--- config.mk ---
export PLATFORM = sky130hd
export DESIGN_NAME = locint_unit
export DESIGN_NICKNAME = d
export VERILOG_FILES = /design/src/rtl/locint_pkg.sv /design/src/rtl/locint_ctrl.sv /design/src/rtl/locint_dp.sv /design/src/rtl/locint_unit.sv
export SDC_FILE = /design/constraint.sdc
export NUM_CORES = 1
export LEC_CHECK = 0
export ABC_CLOCK_PERIOD_IN_PS = 1800
export CAP_MARGIN = 20
export CELL_PAD_IN_SITES_DETAIL_PLACEMENT = 1
export CELL_PAD_IN_SITES_GLOBAL_PLACEMENT = 1
export CORE_UTILIZATION = 32
export CTS_CLUSTER_SIZE = 14
export DETAILED_ROUTE_END_ITERATION = 8
export GPL_ROUTABILITY_DRIVEN = 0
export PLACE_DENSITY_LB_ADDON = 0.05
export SYNTH_ARGS = -nofsm -noshare
export SYNTH_HDL_FRONTEND = slang
export SYNTH_SLANG_ARGS = --single-unit
--- constraint.sdc ---
create_clock -name clk -period 1.8 [get_ports clk]
set_input_delay 0.18 -clock clk [delete_from_list [all_inputs] [get_ports clk]]
set_output_delay 0.18 -clock clk [all_outputs]
set_load 0.01 [all_outputs]
--- src/rtl/locint_pkg.sv ---
package locint_pkg;

  localparam int LOC_W = 3;

  typedef enum logic [1:0] {
    REG_ENABLE = 2'd0,
    REG_STATUS = 2'd1,
    REG_VECTOR = 2'd2,
    REG_NONE   = 2'd3
  } reg_sel_e;

  // strobes from control to datapath
  typedef struct packed {
    logic             enWr;
    logic             stClr;
    logic [LOC_W-1:0] wrLoc;
    logic             evtGo;
    logic [LOC_W-1:0] evtLoc;
    logic [3:0]       evtSrc;
  } strobe_t;

endpackage

--- src/rtl/locint_ctrl.sv ---
module locint_ctrl
  import locint_pkg::*;
#(
  parameter int NUM_LOC = 5
) (
  input  logic [LOC_W-1:0] activeLoc,
  input  logic             wrEn,
  input  logic [LOC_W-1:0] wrLoc,
  input  reg_sel_e         wrReg,
  input  logic [3:0]       evtSrc,
  input  logic [LOC_W-1:0] evtLoc,
  output strobe_t          stb
);

  localparam logic [LOC_W-1:0] LOC_LIMIT = LOC_W'(NUM_LOC);

  logic ownerValid;
  logic writeAccepted;

  assign ownerValid    = activeLoc < LOC_LIMIT;
  assign writeAccepted = wrEn && ownerValid && (wrLoc == activeLoc);

  always_comb begin
    stb        = '0;
    stb.enWr   = writeAccepted && (wrReg == REG_ENABLE);
    stb.stClr  = writeAccepted && (wrReg == REG_STATUS);
    stb.wrLoc  = wrLoc;
    stb.evtGo  = (|evtSrc) && (evtLoc < LOC_LIMIT);
    stb.evtLoc = evtLoc;
    stb.evtSrc = evtSrc;
  end

endmodule

--- src/rtl/locint_dp.sv ---
module locint_dp
  import locint_pkg::*;
#(
  parameter int         NUM_LOC      = 5,
  parameter logic [3:0] LINE_NUM     = 4'd11,
  parameter bit         STS_VALID_EN = 1'b1
) (
  input  logic             clk,
  input  logic             rstN,
  input  strobe_t          stb,
  input  logic [31:0]      wrData,
  input  logic [3:0]       wrByteEn,
  input  logic [LOC_W-1:0] activeLoc,
  input  logic [LOC_W-1:0] rdLoc,
  input  reg_sel_e         rdReg,
  output logic [31:0]      rdData,
  output logic             irqOut,
  output logic             lineLevel
);

  localparam logic [7:0]  SUP_MASK = STS_VALID_EN ? 8'h87 : 8'h85;
  localparam logic [31:0] EN_WMASK = 32'h8000_0018 | {24'h0, SUP_MASK};
  localparam logic [31:0] EN_RESET = 32'h0000_0008;
  localparam logic [1:0]  POL_LOW  = 2'b01;

  logic [NUM_LOC-1:0][31:0] enVec;
  logic [NUM_LOC-1:0][7:0]  stVec;
  logic [NUM_LOC-1:0]       setAny;
  logic [NUM_LOC-1:0]       clrZero;
  logic [31:0]              laneMask;
  logic [7:0]               srcBits;
  logic                     lineQ;
  logic [1:0]               polSel;

  assign laneMask = {{8{wrByteEn[3]}}, {8{wrByteEn[2]}},
                     {8{wrByteEn[1]}}, {8{wrByteEn[0]}}};
  assign srcBits  = {stb.evtSrc[3], 4'b0000, stb.evtSrc[2:0]};

  for (genvar i = 0; i < NUM_LOC; i++) begin : g_loc
    logic [31:0] enQ;
    logic [7:0]  stQ;
    logic [7:0]  setBits;
    logic [7:0]  clrBits;
    logic [7:0]  stNext;
    logic        wrHere;

    assign wrHere = stb.wrLoc == LOC_W'(i);

    always_comb begin
      setBits = '0;
      if (stb.evtGo && (stb.evtLoc == LOC_W'(i)))
        setBits = srcBits & enQ[7:0] & SUP_MASK & {8{enQ[31]}};
      clrBits = '0;
      if (stb.stClr && wrHere)
        clrBits = wrData[7:0] & laneMask[7:0] & SUP_MASK;
      stNext = (stQ & ~clrBits) | setBits;
    end

    always_ff @(posedge clk or negedge rstN) begin
      if (!rstN) begin
        enQ <= EN_RESET;
        stQ <= '0;
      end else begin
        if (stb.enWr && wrHere)
          enQ <= (enQ & ~(laneMask & EN_WMASK)) | (wrData & laneMask & EN_WMASK);
        stQ <= stNext;
      end
    end

    assign setAny[i]  = |setBits;
    assign clrZero[i] = stb.stClr && wrHere && (stNext == 8'h00);
    assign enVec[i]   = enQ;
    assign stVec[i]   = stQ;
  end

  // shared logical line: raised by any latch, lowered by a clear to zero
  always_ff @(posedge clk or negedge rstN) begin
    if (!rstN)
      lineQ <= 1'b0;
    else if (|setAny)
      lineQ <= 1'b1;
    else if (|clrZero)
      lineQ <= 1'b0;
  end

  always_comb begin
    polSel = POL_LOW;
    for (int i = 0; i < NUM_LOC; i++)
      if (activeLoc == LOC_W'(i)) polSel = enVec[i][4:3];
  end

  assign irqOut    = (polSel == POL_LOW) ? ~lineQ : lineQ;
  assign lineLevel = lineQ;

  always_comb begin
    rdData = '0;
    case (rdReg)
      REG_ENABLE: begin
        for (int i = 0; i < NUM_LOC; i++)
          if (rdLoc == LOC_W'(i)) rdData = enVec[i];
      end
      REG_STATUS: begin
        for (int i = 0; i < NUM_LOC; i++)
          if (rdLoc == LOC_W'(i)) rdData = {24'h0, stVec[i]};
      end
      REG_VECTOR: rdData = {28'h0, LINE_NUM};
      default:    rdData = '0;
    endcase
  end

endmodule

--- src/rtl/locint_unit.sv ---
module locint_unit
  import locint_pkg::*;
#(
  parameter int         NUM_LOC      = 5,
  parameter logic [3:0] LINE_NUM     = 4'd11,
  parameter bit         STS_VALID_EN = 1'b1
) (
  input  logic        clk,
  input  logic        rstN,
  input  logic [2:0]  activeLoc,
  input  logic        wrEn,
  input  logic [2:0]  wrLoc,
  input  logic [1:0]  wrReg,
  input  logic [31:0] wrData,
  input  logic [3:0]  wrByteEn,
  input  logic [3:0]  evtSrc,
  input  logic [2:0]  evtLoc,
  input  logic [2:0]  rdLoc,
  input  logic [1:0]  rdReg,
  output logic [31:0] rdData,
  output logic        irqOut
);

  strobe_t stb;
  logic    lineLevel;

  locint_ctrl #(.NUM_LOC(NUM_LOC)) ctrl_i (
    .activeLoc (activeLoc),
    .wrEn      (wrEn),
    .wrLoc     (wrLoc),
    .wrReg     (reg_sel_e'(wrReg)),
    .evtSrc    (evtSrc),
    .evtLoc    (evtLoc),
    .stb       (stb)
  );

  locint_dp #(
    .NUM_LOC      (NUM_LOC),
    .LINE_NUM     (LINE_NUM),
    .STS_VALID_EN (STS_VALID_EN)
  ) dp_i (
    .clk       (clk),
    .rstN      (rstN),
    .stb       (stb),
    .wrData    (wrData),
    .wrByteEn  (wrByteEn),
    .activeLoc (activeLoc),
    .rdLoc     (rdLoc),
    .rdReg     (reg_sel_e'(rdReg)),
    .rdData    (rdData),
    .irqOut    (irqOut),
    .lineLevel (lineLevel)
  );

endmodule

==> flow_summary.json <==
{
  "n_antenna_cell": 0,
  "r2r-end": "dp_i.lineLevel",
  "ant_nets": 0,
  "syn_area_per_cell_sq_um": 9.667,
  "fin_skew_ns": 0.01618,
  "worst_path_max_delay_cell": "mux4_2",
  "r2r_start": "dp_i.g_loc[3].stQ[1]",
  "grtUsageTotal": 0.2417,
  "h-tree-depth": 2,
  "clock-sinks": 56,
  "ys_seq_elements": 56,
  "violations": "negative setup slack",
  "numPortBuffers": 39,
  "cp_cell_sequence": "mux4_2 > a22oi_2 > o21a_1 > nor2_1 > buf_2",
  "final_cells": 643,
  "syn_inst": 354,
  "hold_violations": 0,
  "cp_num_buf_inv": 1,
  "wl_met3_um": 460,
  "synth_top_family_by_area": "compound AO/OA/AOI/OAI gates",
  "combinationalPowerShare": 0.185,
  "drt-pass1-iter-count": 4,
  "antenna_found_initial": 0,
  "yosys_warnings": 0,
  "nets": 565,
  "synth_commonest_cells": "dfrtp_1, nand2_1, o21ai_1, mux2_1, buf_4",
  "status": "complete, but fails checks",
  "wl_met2_um": 6345,
  "highest_layer": "met4",
  "routedWlPerCell_um": 20.20,
  "syn_area_sq_mm": 0.003422,
  "numCtsBuffers": 5,
  "power_density_mw_per_mm2": 511.2,
  "critPathKind": "register to primary output",
  "insertion_delay_ns": 0.32,
  "cts_buffer_depth": 2,
  "die_x_um": 105.4,
  "wl_met1_um": 5866,
  "synthAdderAreaFrac": 0,
  "die_h_um": 105.4,
  "row_count": 37,
  "setup_viol": 4,
  "route.detailed.drc": 0,
  "drtIter0Drc": 139,
  "cpPeakStageDelay_ns": 0.51,
  "cp_data_required_time_ns": 1.62,
  "place_inst": 630,
  "reg2reg_slack_ns": -0.04,
  "yosysMostFrequentCell": "dfrtp_1",
  "ir_drop_uv": 293.3,
  "synth-compound-area-share": 0.1846,
  "hold_class": "input port to async pin",
  "core_sq_mm": 0.01032,
  "synthTopCellsByArea": "dfrtp_1, mux2_1, buf_4",
  "yosysSeqAreaShare": 0.4113,
  "rsz0062_at_grt": "yes",
  "synthMuxAreaShare": 0.1510,
  "vias_per_cell": 5.269,
  "setup-tns-final_ns": -0.2884,
  "synth_area_leader_cell": "dfrtp_1",
  "synth_edf_count": 0,
  "critPathCaptureType": "primary output",
  "grt_max_degree": 57,
  "p_int_uw": 1817,
  "grt_pass1_wl_um": 20230,
  "p_leak_uw": 0.002264,
  "io_pins": 92,
  "fmax_ghz": 0.5161,
  "wl_um": 12990,
  "initial_utilization": 0.3315,
  "grt_pass1_vias": 3593,
  "min_period_ns": 1.938,
  "p_switching_uw": 731.6,
  "fin_crit_sh": 1.077,
  "cp_top_family": "multiplexers",
  "netlist-cell-type-count": 62,
  "route.vias.total": 3388,
  "ctsRootBufferMaster": "clkbuf_8",
  "netlist.area_leader.share": 0.3729,
  "synth_xor_xnor_area_share": 0.002559,
  "areaGrowthSynthToFinish_pct": 45.70,
  "drive_above_1_share": 0.3787,
  "maxCapViolCount": 0,
  "synthSimpleGateAreaFrac": 0.1744,
  "p_sw_frac": 0.2871,
  "path_max_fanout": 2,
  "critPathArrivalTime_ns": 1.76,
  "synth-main-ff-cell": "dfrtp_1",
  "dp_slack_ns": -0.6960,
  "cts.reportedPaths.clkPinSlew_ns": 0.12,
  "cp-start-kind": "register",
  "dp_hpwl_um": 10290,
  "maxSlewViolCount": 0,
  "p_seq_frac": 0.506,
  "cts_tree": "done",
  "setup_ws_ns": -0.1378,
  "synth-async-reset-ratio": 1.000,
  "dieArea_sq_mm": 0.01111,
  "worst_hold_slack_ns": 0.3685,
  "gr-total-overflow": 0,
  "clkPwrFrac": 0.309,
  "r2r_cells": 6
}
-- power groups by stage --
stage               logic (uW)  clock network (uW)  registers [uW]
floorplan                  183                   0            1310
global placement           443                   0            1310
detailed placement         448                   0            1310
CTS                        454                 789            1290
global route               506                 832            1290
finish                     471                 788            1290
-- kinds of logic (layout without fill, tap and decap cells) --
kind of cell              after synthesis  count (layout)
DFF                                    56              56
other                                   1              25
and+or+nand+nor                       114             114
muxes                                  42              42
buffers and inverters                  43             172
xor gates and xnor gates                1               1
AOI/OAI and AO/OA                      97              97
-- cell type report --
| class | instances | area (sq um) |
|---|---|---|
| Clock inverter | 2 | 13.76 |
| Inverter | 9 | 33.78 |
| Clock buffer | 6 | 82.58 |
| Fill cell | 1218 | 5338 |
| Sequential cell | 56 | 1408 |
| Tap cell | 136 | 170.2 |
| Timing Repair Buffer | 155 | 1257 |
| Multi-Input combinational cell | 279 | 2021 |
-- cells in the final DEF (no fill, tap or decap), types with 4 or more instances in the layout --
cell type        instances
dlygate4sd2_1            4
mux2_4                   9
nand4_1                  4
nor2_1                  24
buf_6                   13
a22oi_2                  4
buf_4                  102
o21ai_0                 10
a22oi_1                  9
conb_1                  25
mux2_1                  21
a21oi_1                  4
nor3_1                   4
mux2i_1                  6
buf_2                   12
mux4_2                   4
dfstp_2                  5
clkdlybuf4s50_1         22
inv_1                    7
nand2_1                 36
dfrtp_1                 51
o21ai_1                 35
clkbuf_8                 6
nand3_1                  6
-- how the worst max path moves through the flow --
stage,slack (ns),from,depth (start not counted),end
after floorplan,-0.07,wrLoc[1],6,register
after global placement,-0.67,rdLoc[1],7,rdData[1]
after detailed placement,-0.70,wrLoc[1],8,register
after CTS,-0.15,dp_i.g_loc[2].stQ[0],5,rdData[0]
after global routing,-0.19,dp_i.g_loc[2].stQ[0],5,rdData[0]
final,-0.14,dp_i.g_loc[2].stQ[0],5,rdData[0]
-- metal layers --
| metal | up-vias | GRT usage |
|---|---|---|
| met5 | - | 0 |
| met4 | 0 | 0.07042 |
| met3 | 20 | 0.02288 |
| met2 | 89 | 0.4201 |
| met1 | 1703 | 0.3177 |
| li1 | 1576 | - |
-- timing repair --
| action | CTS | global route |
|---|---|---|
| buffers inserted | 4 | 1 |
| pin swaps | 17 | 18 |
| hold buffers | 1 | 0 |
| hold endpoints to repair | 51 | 0 |
| endpoints found under the setup margin | 54 | 24 |
| resized for setup | 76 | 28 |
-- worst register-to-register path: cells and delay by family (launching register included) --
kind / cells / cell delay (ns)
buffers and inverters: 1 / 0.13
AND/OR/NAND/NOR: 2 / 0.63
AO/OA/AOI/OAI: 3 / 0.53
flip-flops: 1 / 0.43
-- per-stage QoR --
stage / total power, uW / util / instance area (sq um)
5_1_grt: 2630 / 0.4830 / 4986
2_1_floorplan: 1491 / - / 3532
4_1_cts: 2533 / 0.4733 / 4886
3_3_place_gp: 1755 / 0.4557 / 4705
6_report: 2549 / 0.4830 / 4986
3_5_place_dp: 1761 / 0.4557 / 4705
Power figures use the tool's default switching activity.
